$ cat src/rtl/timer_pkg.sv
package timer_pkg;
  // tick source codes held per counter
  typedef enum logic [1:0] {
    SRC_SLOW  = 2'd0,
    SRC_FAST  = 2'd1,
    SRC_CHAIN = 2'd2,
    SRC_OFF   = 2'd3
  } tsrc_e;

  // control bits that follow the reload value in each slice: source(2), run(1), clear(1)
  localparam int CTL_EXTRA = 4;
endpackage

$ cat src/rtl/tick_mux.sv
module tick_mux
  import timer_pkg::*;
#(
  parameter bit HAS_CHAIN = 1'b1
) (
  input  logic       clk,
  input  logic       rst_n,
  input  logic       we,
  input  logic [1:0] sel_in,
  input  logic       tick_slow,
  input  logic       tick_fast,
  input  logic       chain_in,
  output logic       tick
);
  tsrc_e sel_q;

  always_ff @(posedge clk) begin
    if (!rst_n)  sel_q <= SRC_OFF;
    else if (we) sel_q <= tsrc_e'(sel_in);
  end

  always_comb begin
    case (sel_q)
      SRC_SLOW:  tick = tick_slow;
      SRC_FAST:  tick = tick_fast;
      SRC_CHAIN: tick = HAS_CHAIN ? chain_in : 1'b0;
      default:   tick = 1'b0;
    endcase
  end
endmodule

$ cat src/rtl/down_counter.sv
module down_counter #(
  parameter int DIV_W = 8
) (
  input  logic             clk,
  input  logic             rst_n,
  input  logic             cfg_we,
  input  logic [DIV_W-1:0] cfg_div,
  input  logic             cfg_run,
  input  logic             cfg_ack,
  input  logic             tick,
  output logic [DIV_W-1:0] count,
  output logic             wrap,
  output logic             pending
);
  localparam logic [DIV_W-1:0] LAST = DIV_W'(1);

  logic [DIV_W-1:0] div_q;
  logic [DIV_W-1:0] count_q;
  logic             run_q;
  logic             pend_q;

  // a reload event happens on the tick that finds the count at 1
  assign wrap = run_q && tick && (count_q == LAST);

  always_ff @(posedge clk) begin
    if (!rst_n) begin
      div_q   <= '0;
      run_q   <= 1'b0;
      count_q <= '0;
      pend_q  <= 1'b0;
    end else begin
      if (cfg_we) begin
        div_q <= cfg_div;
        run_q <= cfg_run;
      end
      // holding, or starting from hold: take the new reload value
      if (cfg_we && (!cfg_run || !run_q))
        count_q <= cfg_div;
      else if (!run_q)
        count_q <= div_q;
      else if (tick)
        count_q <= (count_q == LAST) ? div_q : count_q - 1'b1;
      // a reload event beats a clear in the same cycle
      if (wrap)
        pend_q <= 1'b1;
      else if (cfg_we && cfg_ack)
        pend_q <= 1'b0;
    end
  end

  assign count   = count_q;
  assign pending = pend_q;
endmodule

$ cat src/rtl/dual_tick_timer.sv
module dual_tick_timer
  import timer_pkg::*;
#(
  parameter int NUM_TIMERS = 2,
  parameter int DIV_W      = 8
) (
  input  logic                              clk,
  input  logic                              rst_n,
  input  logic                              tick_slow,
  input  logic                              tick_fast,
  input  logic                              ctrl_we,
  input  logic [NUM_TIMERS*(DIV_W+4)-1:0]   ctrl_wdata,
  input  logic                              mask_we,
  input  logic [NUM_TIMERS-1:0]             mask_wdata,
  output logic [NUM_TIMERS*DIV_W-1:0]       count_pair,
  output logic [NUM_TIMERS-1:0]             pend,
  output logic                              irq
);
  localparam int FIELD_W = DIV_W + CTL_EXTRA;
  localparam int SEL_LO  = DIV_W;
  localparam int RUN_BIT = DIV_W + 2;
  localparam int ACK_BIT = DIV_W + 3;

  logic [NUM_TIMERS-1:0] wrap_v;
  logic [NUM_TIMERS-1:0] tick_v;
  logic [NUM_TIMERS-1:0] chain_v;
  logic [NUM_TIMERS-1:0] mask_q;

  for (genvar g = 0; g < NUM_TIMERS; g++) begin : g_tmr
    logic [FIELD_W-1:0] slice;
    assign slice = ctrl_wdata[g*FIELD_W +: FIELD_W];

    if (g == 0) begin : g_head
      assign chain_v[g] = 1'b0;
    end else begin : g_link
      assign chain_v[g] = wrap_v[g-1];
    end

    tick_mux #(.HAS_CHAIN(g != 0)) i_mux (
      .clk       (clk),
      .rst_n     (rst_n),
      .we        (ctrl_we),
      .sel_in    (slice[SEL_LO +: 2]),
      .tick_slow (tick_slow),
      .tick_fast (tick_fast),
      .chain_in  (chain_v[g]),
      .tick      (tick_v[g])
    );

    down_counter #(.DIV_W(DIV_W)) i_cnt (
      .clk     (clk),
      .rst_n   (rst_n),
      .cfg_we  (ctrl_we),
      .cfg_div (slice[DIV_W-1:0]),
      .cfg_run (slice[RUN_BIT]),
      .cfg_ack (slice[ACK_BIT]),
      .tick    (tick_v[g]),
      .count   (count_pair[g*DIV_W +: DIV_W]),
      .wrap    (wrap_v[g]),
      .pending (pend[g])
    );
  end

  always_ff @(posedge clk) begin
    if (!rst_n)       mask_q <= '0;
    else if (mask_we) mask_q <= mask_wdata;
  end

  assign irq = |(pend & mask_q);
endmodule

$ cat config.mk
export PLATFORM = sky130hd
export DESIGN_NAME = dual_tick_timer
export DESIGN_NICKNAME = d
export VERILOG_FILES = /design/src/rtl/timer_pkg.sv /design/src/rtl/tick_mux.sv /design/src/rtl/down_counter.sv /design/src/rtl/dual_tick_timer.sv
export SDC_FILE = /design/constraint.sdc
export NUM_CORES = 1
export LEC_CHECK = 0
export BUFFER_PORTS_ARGS = -buffer_cell sky130_fd_sc_hd__buf_2
export CAP_MARGIN = 15
export CORE_MARGIN = 2
export CORE_UTILIZATION = 25
export CTS_BUF_LIST = sky130_fd_sc_hd__clkbuf_16
export DETAILED_ROUTE_END_ITERATION = 7
export PLACE_DENSITY_LB_ADDON = 0.1
export RECOVER_POWER = 100
export SLEW_MARGIN = 20
export SYNTH_ARGS = -nofsm -noshare
export SYNTH_HDL_FRONTEND = slang
export SYNTH_SLANG_ARGS = --single-unit
$ cat constraint.sdc
create_clock -name clk -period 3.7 [get_ports clk]
set_input_delay 0.185 -clock clk [delete_from_list [all_inputs] [get_ports clk]]
set_output_delay 0.185 -clock clk [all_outputs]
set_load 0.05 [all_outputs]
==> flow_summary_export.csv, run 1 <==
group,metric,value,unit
route,vias,1957,
route,drc,0,
grt,grt_pass1_wl,9.97,mm
setup_path,worstSetupPathType,"flip-flop to flip-flop",
setup_path,slowest_delay,670,ps
route,routed.top_layer,"met4",
route,first_pass_iters,4,
setup_path,worstPathBufferInverterCount,0,
timing,post-route-min-period,2650,ps
clock_tree,cts_made_buffers,5,
synth,synth-seq-cells,42,
setup_path,cp_top_family,"simple AND/OR/NAND/NOR gates",
clock_tree,clock_latency,290,ps
grt,grt_max_degree,45,
clock_tree,cts.clk_slew.worst_paths,60,ps
layout,layout.nets,338,
power_and_ir_drop,p_leak,1.16,nW
timing,relSlewSlack,-0.205,
route,met3_length,286,um
clock_tree,hold_buffers,0,
route,drtIter0Drc,85,
setup_path,slowest_stage,"or4_1",
synth,ys_async_sr_fraction,0,
floorplan,coreArea,9110,um^2
setup_path,r2r_end,"g_tmr[1].i_cnt.pending",
power_and_ir_drop,total_power,1.31,mW
clock_tree,post_cts_buffers,0,
floorplan,die_h,100,um
clock_tree,cts_sinks,42,
route,ant_nets,0,
power_and_ir_drop,powerDensity,472,nW/um^2
grt,grt_antenna_before_repair,0,
route,wl_per_cell,14.7,um
layout,syn_to_final_growth,19.1,%
floorplan,pin_count,51,
setup_path,crit_cells,5,
outcome,violations,"capacitance limit, slew limit",
timing,fin_setup_tns,0,ps
setup_path,reg2reg_slack,1050,ps
synth,synth.top_cell.area_share,0.362,
floorplan,die-area,10100,um^2
timing,setup_violations,0,
synth,synthCells,258,
synth,synth_edf_count,0,
synth,synth_fp_nets,294,
layout,layout_common_cells,"dfxtp_1, mux2i_1, buf_2",
clock_tree,htreeDepth,2,
timing,hold_viol_final,0,
grt,grt_pass1_vias,1907,
timing,max_slew.worst_pin.slew,1810,ps
flow_run,drv_cap,1,
place,gp_congestion,0.748,
setup_path,critPathMaxFanout,7,
setup_path,rr_worst_depth,5,
place,place_hpwl,4.20,mm
timing,final.setup.worst_slack,1050,ps
setup_path,crit_path_frequent_cell,"or4_1",
place,port_buffers,50,
timing,fin_crit_sh,0.715,
layout,antenna_cells,0,
floorplan,die_w,100,um
setup_path,end_kind,"flip-flop",
synth,ys.flop_type,"dfxtp_1",
setup_path,worst_ep_arrival_time,2870,ps
setup_path,start_kind,"flip-flop",
place,place_ws,1270,ps
setup_path,path_cells,"or4_1, or4_1, a21o_2, nor4b_1, o21a_1",
timing,rsz0062_at_grt,"false",
outcome,status,"finished with violations",
grt,grt.overflow.total,0,
setup_path,crit_required,3930,ps
synth,synth-warning-count,0,
floorplan,initial_utilization,0.255,
power_and_ir_drop,vdd_drop_max,0.164,mV
synth,syn_area,2320,um^2
synth,synth_top_area_cell,"dfxtp_1",
timing,skew,5.64,ps
synth,synth_area_leaders,"dfxtp_1, mux2i_1, nor2b_1",
setup_path,cp-endpoint,"g_tmr[1].i_cnt.pending",
route,dr_wl_met2,2.58,mm
timing,slew_viol_final,45,
synth,ys_seq_area_frac,0.362,
clock_tree,cts_resized,0,
clock_tree,cts_tree,"done",
clock_tree,root_buffer,"clkbuf_16",
layout,layout-drive-gt1-share,0.165,
setup_path,setup.worst_path.start,"g_tmr[0].i_cnt.count[2]",
route,wirelength,6.11,mm
clock_tree,clock_path_buffers,2,
synth,syn_area_per_cell,9.01,um^2
route,viasPerCell,4.73,
hold_path,hold_depth,3,
floorplan,fp-row-count,35,
layout,final_common_cell,"dfxtp_1",
synth,yosys.cell_types.count,52,
setup_path,r2r_start,"g_tmr[0].i_cnt.count[2]",
route,drt-met1-wl,3.12,mm
grt,grtUsageTotal,0.127,
hold_path,worstHoldStart,"ctrl_wdata[9]",
timing,fmax,378,MHz
hold_path,hp-class,"input pin to flip-flop",
[stage by stage]
| step | hold slack, ps | util | std cells | cell area, um^2 |
|---|---|---|---|---|
| 2_1_floorplan | 314 | - | 258 | 2320 |
| 3_3_place_gp | 411 | 0.292 | 406 | 2660 |
| 3_5_place_dp | 415 | 0.292 | 406 | 2660 |
| 4_1_cts | 118 | 0.310 | 414 | 2820 |
| 5_1_grt | 136 | 0.304 | 414 | 2770 |
| 6_report | 124 | 0.304 | 414 | 2770 |
[how the worst min path moves through the flow]
stage                     slack [ps]                       to
after detailed placement         420  g_tmr[1].i_mux.sel_q[1]
final                            120  g_tmr[0].i_mux.sel_q[1]
after CTS                        120  g_tmr[0].i_mux.sel_q[0]
after global routing             140  g_tmr[0].i_mux.sel_q[1]
after floorplan                  310  g_tmr[0].i_mux.sel_q[0]
after global placement           410  g_tmr[1].i_mux.sel_q[0]
[synth_stat cells (2+ instances only)]
master,number
a211o_1,2
a21boi_0,3
a21o_1,2
a21oi_1,8
a31oi_1,8
and2_1,2
buf_4,4
clkbuf_1,10
dfxtp_1,42
ha_1,4
inv_1,11
mux2_2,3
mux2i_1,30
nand2_1,25
nand2b_1,3
nand3_1,2
nor2_1,8
nor2b_1,20
nor3b_1,2
o211a_1,2
o211ai_1,5
o21a_1,2
o21ai_0,19
o21bai_1,2
o221a_2,2
o22ai_1,2
o31ai_1,3
or4_1,3
or4_4,2
xnor2_1,3
xor2_1,3
[flip-flops by register name, summed over array words and instances (netlist names)]
name / cells
g_tmr.i_cnt.count: 16
g_tmr.i_cnt.div_q: 16
g_tmr.i_cnt.pending: 2
g_tmr.i_cnt.run_q: 2
g_tmr.i_mux.sel_q: 4
mask_q: 2
[cell families (layout without fill, tap and decap cells)]
kind of cell,Yosys count,in the layout,synth area share
buffers and inverters,27,72,0.0506
adder cells (fa/ha/maj),4,4,0.0215
AND/OR/NAND/NOR,74,74,0.177
flip-flops,42,42,0.362
XOR/XNOR,6,6,0.0226
multiplexers,33,33,0.144
AO/OA/AOI/OAI,72,72,0.223
[area by class of cell]
cell class	instances	area, um^2
fillers	996	6340
multi-input cells	189	1340
flip-flops and latches	42	841
repair buffers	53	248
well taps	111	139
clock buffers	5	125
inverters	11	41.3
clock inverters	3	37.5
[worst reg2reg max path, cell delays in order, from the launching register on]
cell and delay (ps):
dfxtp_1 370, or4_1 660, or4_1 670, a21o_2 280, nor4b_1 450, o21a_1 160
[layer usage]
layer / GRT usage / vias up
li1: - / 1014
met1: 0.182 / 878
met2: 0.183 / 53
met3: 0.0299 / 12
met4: 0.0506 / 0
met5: 0 / -
[power by group]
part           internal [mW]  total (mW)  switching [mW]
clock network          0.314       0.495           0.181
logic                  0.110       0.289           0.179
registers              0.486       0.524          0.0383
No activity file was read; power rests on OpenSTA's default activity.
==> run 2: changes to the inputs <==
clock period = 2.5 ns   (was 3.7 ns; I/O delays follow)
==> flow_summary_export.csv, run 2 (same netlist as run 1, synthesis figures left out) <==
group,metric,value,unit
outcome,status,"complete, no violations",
flow_run,drv_cap,0,
setup_path,critPathMaxFanout,7,
power_and_ir_drop,internal-power,1.25,mW
setup_path,worstSetupPathType,"flip-flop to flip-flop",
timing,fmax,433,MHz
hold_path,hp-class,"input pin to flip-flop",
setup_path,worst_ep_arrival_time,2530,ps
grt,grt.overflow.total,0,
layout,regArea,843,um^2
layout,layout-drive-gt1-share,0.184,
floorplan,die_w,100,um
timing,slew_viol_final,0,
route,vias,1980,
route,viasPerCell,4.71,
layout,antenna_cells,0,
layout,final_util,0.307,
clock_tree,cts_resized,0,
grt,grt_max_degree,45,
clock_tree,cts.clk_slew.worst_paths,60,ps
power_and_ir_drop,switching_share,0.319,
clock_tree,cts_made_buffers,5,
grt,grt_pass1_wl,10.1,mm
timing,fin_setup_tns,0,ps
route,drc,0,
clock_tree,cts_sinks,42,
power_and_ir_drop,vdd_drop_max,0.239,mV
timing,setup_violations,0,
layout,syn_to_final_growth,20.1,%
layout,fill_cells,991,
timing,skew,4.38,ps
clock_tree,root_buffer,"clkbuf_16",
floorplan,die_h,100,um
clock_tree,clock_path_buffers,2,
clock_tree,cts_tree,"done",
layout,multi_input_area,1350,um^2
power_and_ir_drop,pwr-share-seq,0.422,
grt,grt_pass1_vias,1986,
clock_tree,post_cts_buffers,0,
route,drtIter0Drc,48,
route,wirelength,6.08,mm
layout,layout_common_cells,"dfxtp_1, mux2i_1, buf_2",
timing,fin_crit_sh,0.923,
timing,relSlewSlack,0.482,
place,place_hpwl,4.37,mm
setup_path,start_kind,"flip-flop",
grt,grt_antenna_before_repair,0,
power_and_ir_drop,power.switching,0.584,mW
route,ant_nets,0,
floorplan,coreArea,9110,um^2
setup_path,end_kind,"flip-flop",
clock_tree,htreeDepth,2,
timing,max_slew.worst_pin.slew,777,ps
timing,hold_viol_final,0,
layout,layout.cells.non_filler,420,
power_and_ir_drop,power_frac_clock,0.339,
power_and_ir_drop,p_leak,1.17,nW
timing,rsz0062_at_grt,"false",
grt,grtUsageTotal,0.127,
route,wl_per_cell,14.5,um
clock_tree,clock_latency,280,ps
floorplan,fp-row-count,35,
floorplan,pin_count,51,
timing,post-route-min-period,2310,ps
place,placed_cells,412,
clock_tree,hold_buffers,0,
place,gp_congestion,0.731,
floorplan,die-area,10100,um^2
power_and_ir_drop,powerDensity,656,nW/um^2
setup_path,crit_required,2730,ps
power_and_ir_drop,p_comb_frac,0.239,
floorplan,initial_utilization,0.255,
place,port_buffers,50,
route,first_pass_iters,5,
layout,layout.nets,344,
layout,final_common_cell,"dfxtp_1",
## run 2: cell types whose count changed in the layout (fill, tap and decap cells not counted), moves of 2 or more
| cell | before | now |
|---|---|---|
| clkbuf_1 | 20 | 24 |
| buf_4 | 3 | 5 |
| dfxtp_1 | 42 | 40 |
| dfxtp_2 | 0 | 2 |
## run 2: worst paths after layout
path                                  end                     from  depth (start not counted)  slack (ps)
hold reg to reg   g_tmr[0].i_cnt.div_q[1]  g_tmr[0].i_cnt.div_q[1]                          2         510
setup / recovery   g_tmr[1].i_cnt.pending  g_tmr[0].i_cnt.count[2]                          5         190
setup reg to reg   g_tmr[1].i_cnt.pending  g_tmr[0].i_cnt.count[2]                          5         190
hold / removal    g_tmr[1].i_mux.sel_q[1]           ctrl_wdata[21]                          3          60
## run 2: critical path, cell delays in order, from the launching register on
cell and delay [ps]:
dfxtp_2 350, or4_1 590, or4_4 590, a21o_2 250, nor4b_2 330, o21a_1 140
## run 2: through the flow
step / hold slack (ps) / setup slack (ps) / cell area [um^2] / power [mW]
final: 61.8 / 192 / 2790 / 1.83
after global routing: 68.5 / 11.5 / 2790 / 1.95
after CTS: 59.7 / 162 / 2850 / 1.88
after detailed placement: 350 / 183 / 2710 / 1.25
after global placement: 346 / 213 / 2710 / 1.25
after floorplan: 254 / 35.5 / 2330 / 1.11
## run 2: routing by layer
layer	wire [um]	GRT usage	up-vias	part of all wire
li1	-	-	1025	-
met1	3220	0.179	910	0.53
met2	2600	0.193	40	0.43
met3	204	0.0279	5	0.034
met4	59	0.0411	0	0.0097
met5	0	0	-	0
## run 2: final cells by class
cell class / count / share of cell area
flip-flops and latches: 42 / 0.302
clock inverters: 3 / 0.00448
well taps: 111 / 0.0497
multi-input cells: 189 / 0.485
inverters: 11 / 0.0148
clock buffers: 5 / 0.0448
repair buffers: 59 / 0.0995
## run 2: power by group through the flow
stage          Sequential, mW  Clock, mW  Combinational [mW]
6_report                0.774      0.621               0.438
5_1_grt                 0.784      0.678               0.486
4_1_cts                 0.775      0.650               0.460
3_5_place_dp            0.790          0               0.456
3_3_place_gp            0.789          0               0.460
2_1_floorplan           0.864          0               0.251
==> run 3: changes to the inputs <==
CORE_UTILIZATION = 54   (was 25)
==> flow_summary_export.csv, run 3 (same netlist as run 1, synthesis figures left out) <==
group,metric,value,unit
outcome,status,"complete, no violations",
clock_tree,root_buffer,"clkbuf_16",
clock_tree,cts.clk_slew.worst_paths,60,ps
clock_tree,cts_tree,"done",
setup_path,crit_required,2670,ps
route,vias,2041,
flow_run,drv_cap,0,
grt,grt_antenna_before_repair,0,
layout,final_common_cell,"dfxtp_1",
clock_tree,post_cts_buffers,0,
floorplan,pin_count,51,
timing,final.setup.worst_slack,169,ps
route,drc,0,
layout,layout.nets,342,
place,place_ws,215,ps
route,viasPerCell,5.73,
floorplan,die_h,69.6,um
setup_path,end_kind,"flip-flop",
clock_tree,clock_path_buffers,2,
timing,post-route-min-period,2330,ps
grt,grtUsageTotal,0.218,
setup_path,critPathMaxFanout,7,
route,first_pass_iters,4,
layout,syn_to_final_growth,16.1,%
clock_tree,clock_latency,280,ps
setup_path,r2r_start,"g_tmr[0].i_cnt.count[2]",
place,place_hpwl,3.70,mm
setup_path,start_kind,"flip-flop",
timing,hold_viol_final,0,
floorplan,coreArea,4060,um^2
grt,grt_max_degree,45,
power_and_ir_drop,vdd_drop_max,0.448,mV
floorplan,die-area,4850,um^2
timing,fin_setup_tns,0,ps
layout,multi_input_area,1350,um^2
floorplan,initial_utilization,0.573,
grt,grt_pass1_wl,8.69,mm
clock_tree,hold_buffers,0,
hold_path,worstHoldStart,"ctrl_wdata[21]",
setup_path,worst_ep_arrival_time,2500,ps
setup_path,setup.worst_path.start,"g_tmr[0].i_cnt.count[2]",
power_and_ir_drop,p_leak,1.16,nW
clock_tree,cts_resized,0,
layout,fill_cells,373,
power_and_ir_drop,total_power,1.80,mW
power_and_ir_drop,powerDensity,667,nW/um^2
layout,antenna_cells,0,
floorplan,fp-row-count,23,
place,port_buffers,50,
timing,fin_crit_sh,0.932,
clock_tree,htreeDepth,2,
route,ant_nets,0,
layout,layout_common_cells,"dfxtp_1, mux2i_1, buf_2",
timing,fmax,429,MHz
grt,grt.overflow.total,0,
route,wl_per_cell,14.9,um
timing,relSlewSlack,0.467,
grt,grt_pass1_vias,1869,
layout,regArea,842,um^2
place,gp_congestion,0.813,
setup_path,worstSetupPathType,"flip-flop to flip-flop",
floorplan,die_w,69.6,um
timing,max_slew.worst_pin.slew,799,ps
route,drtIter0Drc,154,
timing,rsz0062_at_grt,"false",
clock_tree,cts_sinks,42,
clock_tree,cts_made_buffers,5,
timing,slew_viol_final,0,
timing,skew,4.89,ps
layout,layout-drive-gt1-share,0.176,
hold_path,hp-class,"input pin to flip-flop",
timing,setup_violations,0,
route,wirelength,5.31,mm
-- run 3: changes by cell type in the layout (fill, tap and decap cells not counted) --
cell / change
and2_1: -1
dfxtp_2: -1
and2_0: +1
clkinv_2: -1
buf_4: -1
clkbuf_1: -1
inv_1: +1
dfxtp_1: +1
clkinv_1: -1
-- run 3: layer usage --
metal | vias up | wire, um | GRT usage
met3 | 11 | 288 | 0.0523
li1 | 1026 | - | -
met1 | 939 | 2610 | 0.304
met2 | 65 | 2330 | 0.337
met4 | 0 | 74 | 0.0620
met5 | - | 0 | 0
-- run 3: final timing paths --
kind,end,slack [ps],cells after the start
max,g_tmr[1].i_cnt.count[6],170,5
max reg2reg,g_tmr[1].i_cnt.count[6],170,5
min,g_tmr[1].i_mux.sel_q[1],70,3
min reg2reg,g_tmr[0].i_mux.sel_q[0],500,2
-- run 3: per-stage QoR --
stage                     std cells  instance area (um^2)  hold slack [ps]  utilization
final                           356                  2700             65.6        0.665
after floorplan                 258                  2330              254            -
after global routing            356                  2700             86.0        0.665
after CTS                       356                  2750             62.3        0.677
after global placement          349                  2620              345        0.645
after detailed placement        349                  2620              350        0.645
-- run 3: worst max-delay path, stage by stage, from the launching register on --
cell and delay (ps):
dfxtp_1 370, or4_1 600, or4_4 590, a2111oi_2 380, o21ai_1 110, a31o_1 180
-- run 3: report_power, final --
part	switching [mW]	internal (mW)	leakage, nW	total [mW]
sequential	0.0566	0.720	0.347	0.776
clock	0.234	0.356	0.0723	0.591
combinational	0.268	0.165	0.738	0.434
-- run 3: layout make-up --
cell class | count | share of cell area
Clock buffer | 5 | 0.0464
Clock inverter | 2 | 0.00278
Inverter | 11 | 0.0153
Multi-Input combinational cell | 189 | 0.502
Sequential cell | 42 | 0.312
Tap cell | 50 | 0.0232
Timing Repair Buffer | 57 | 0.0987
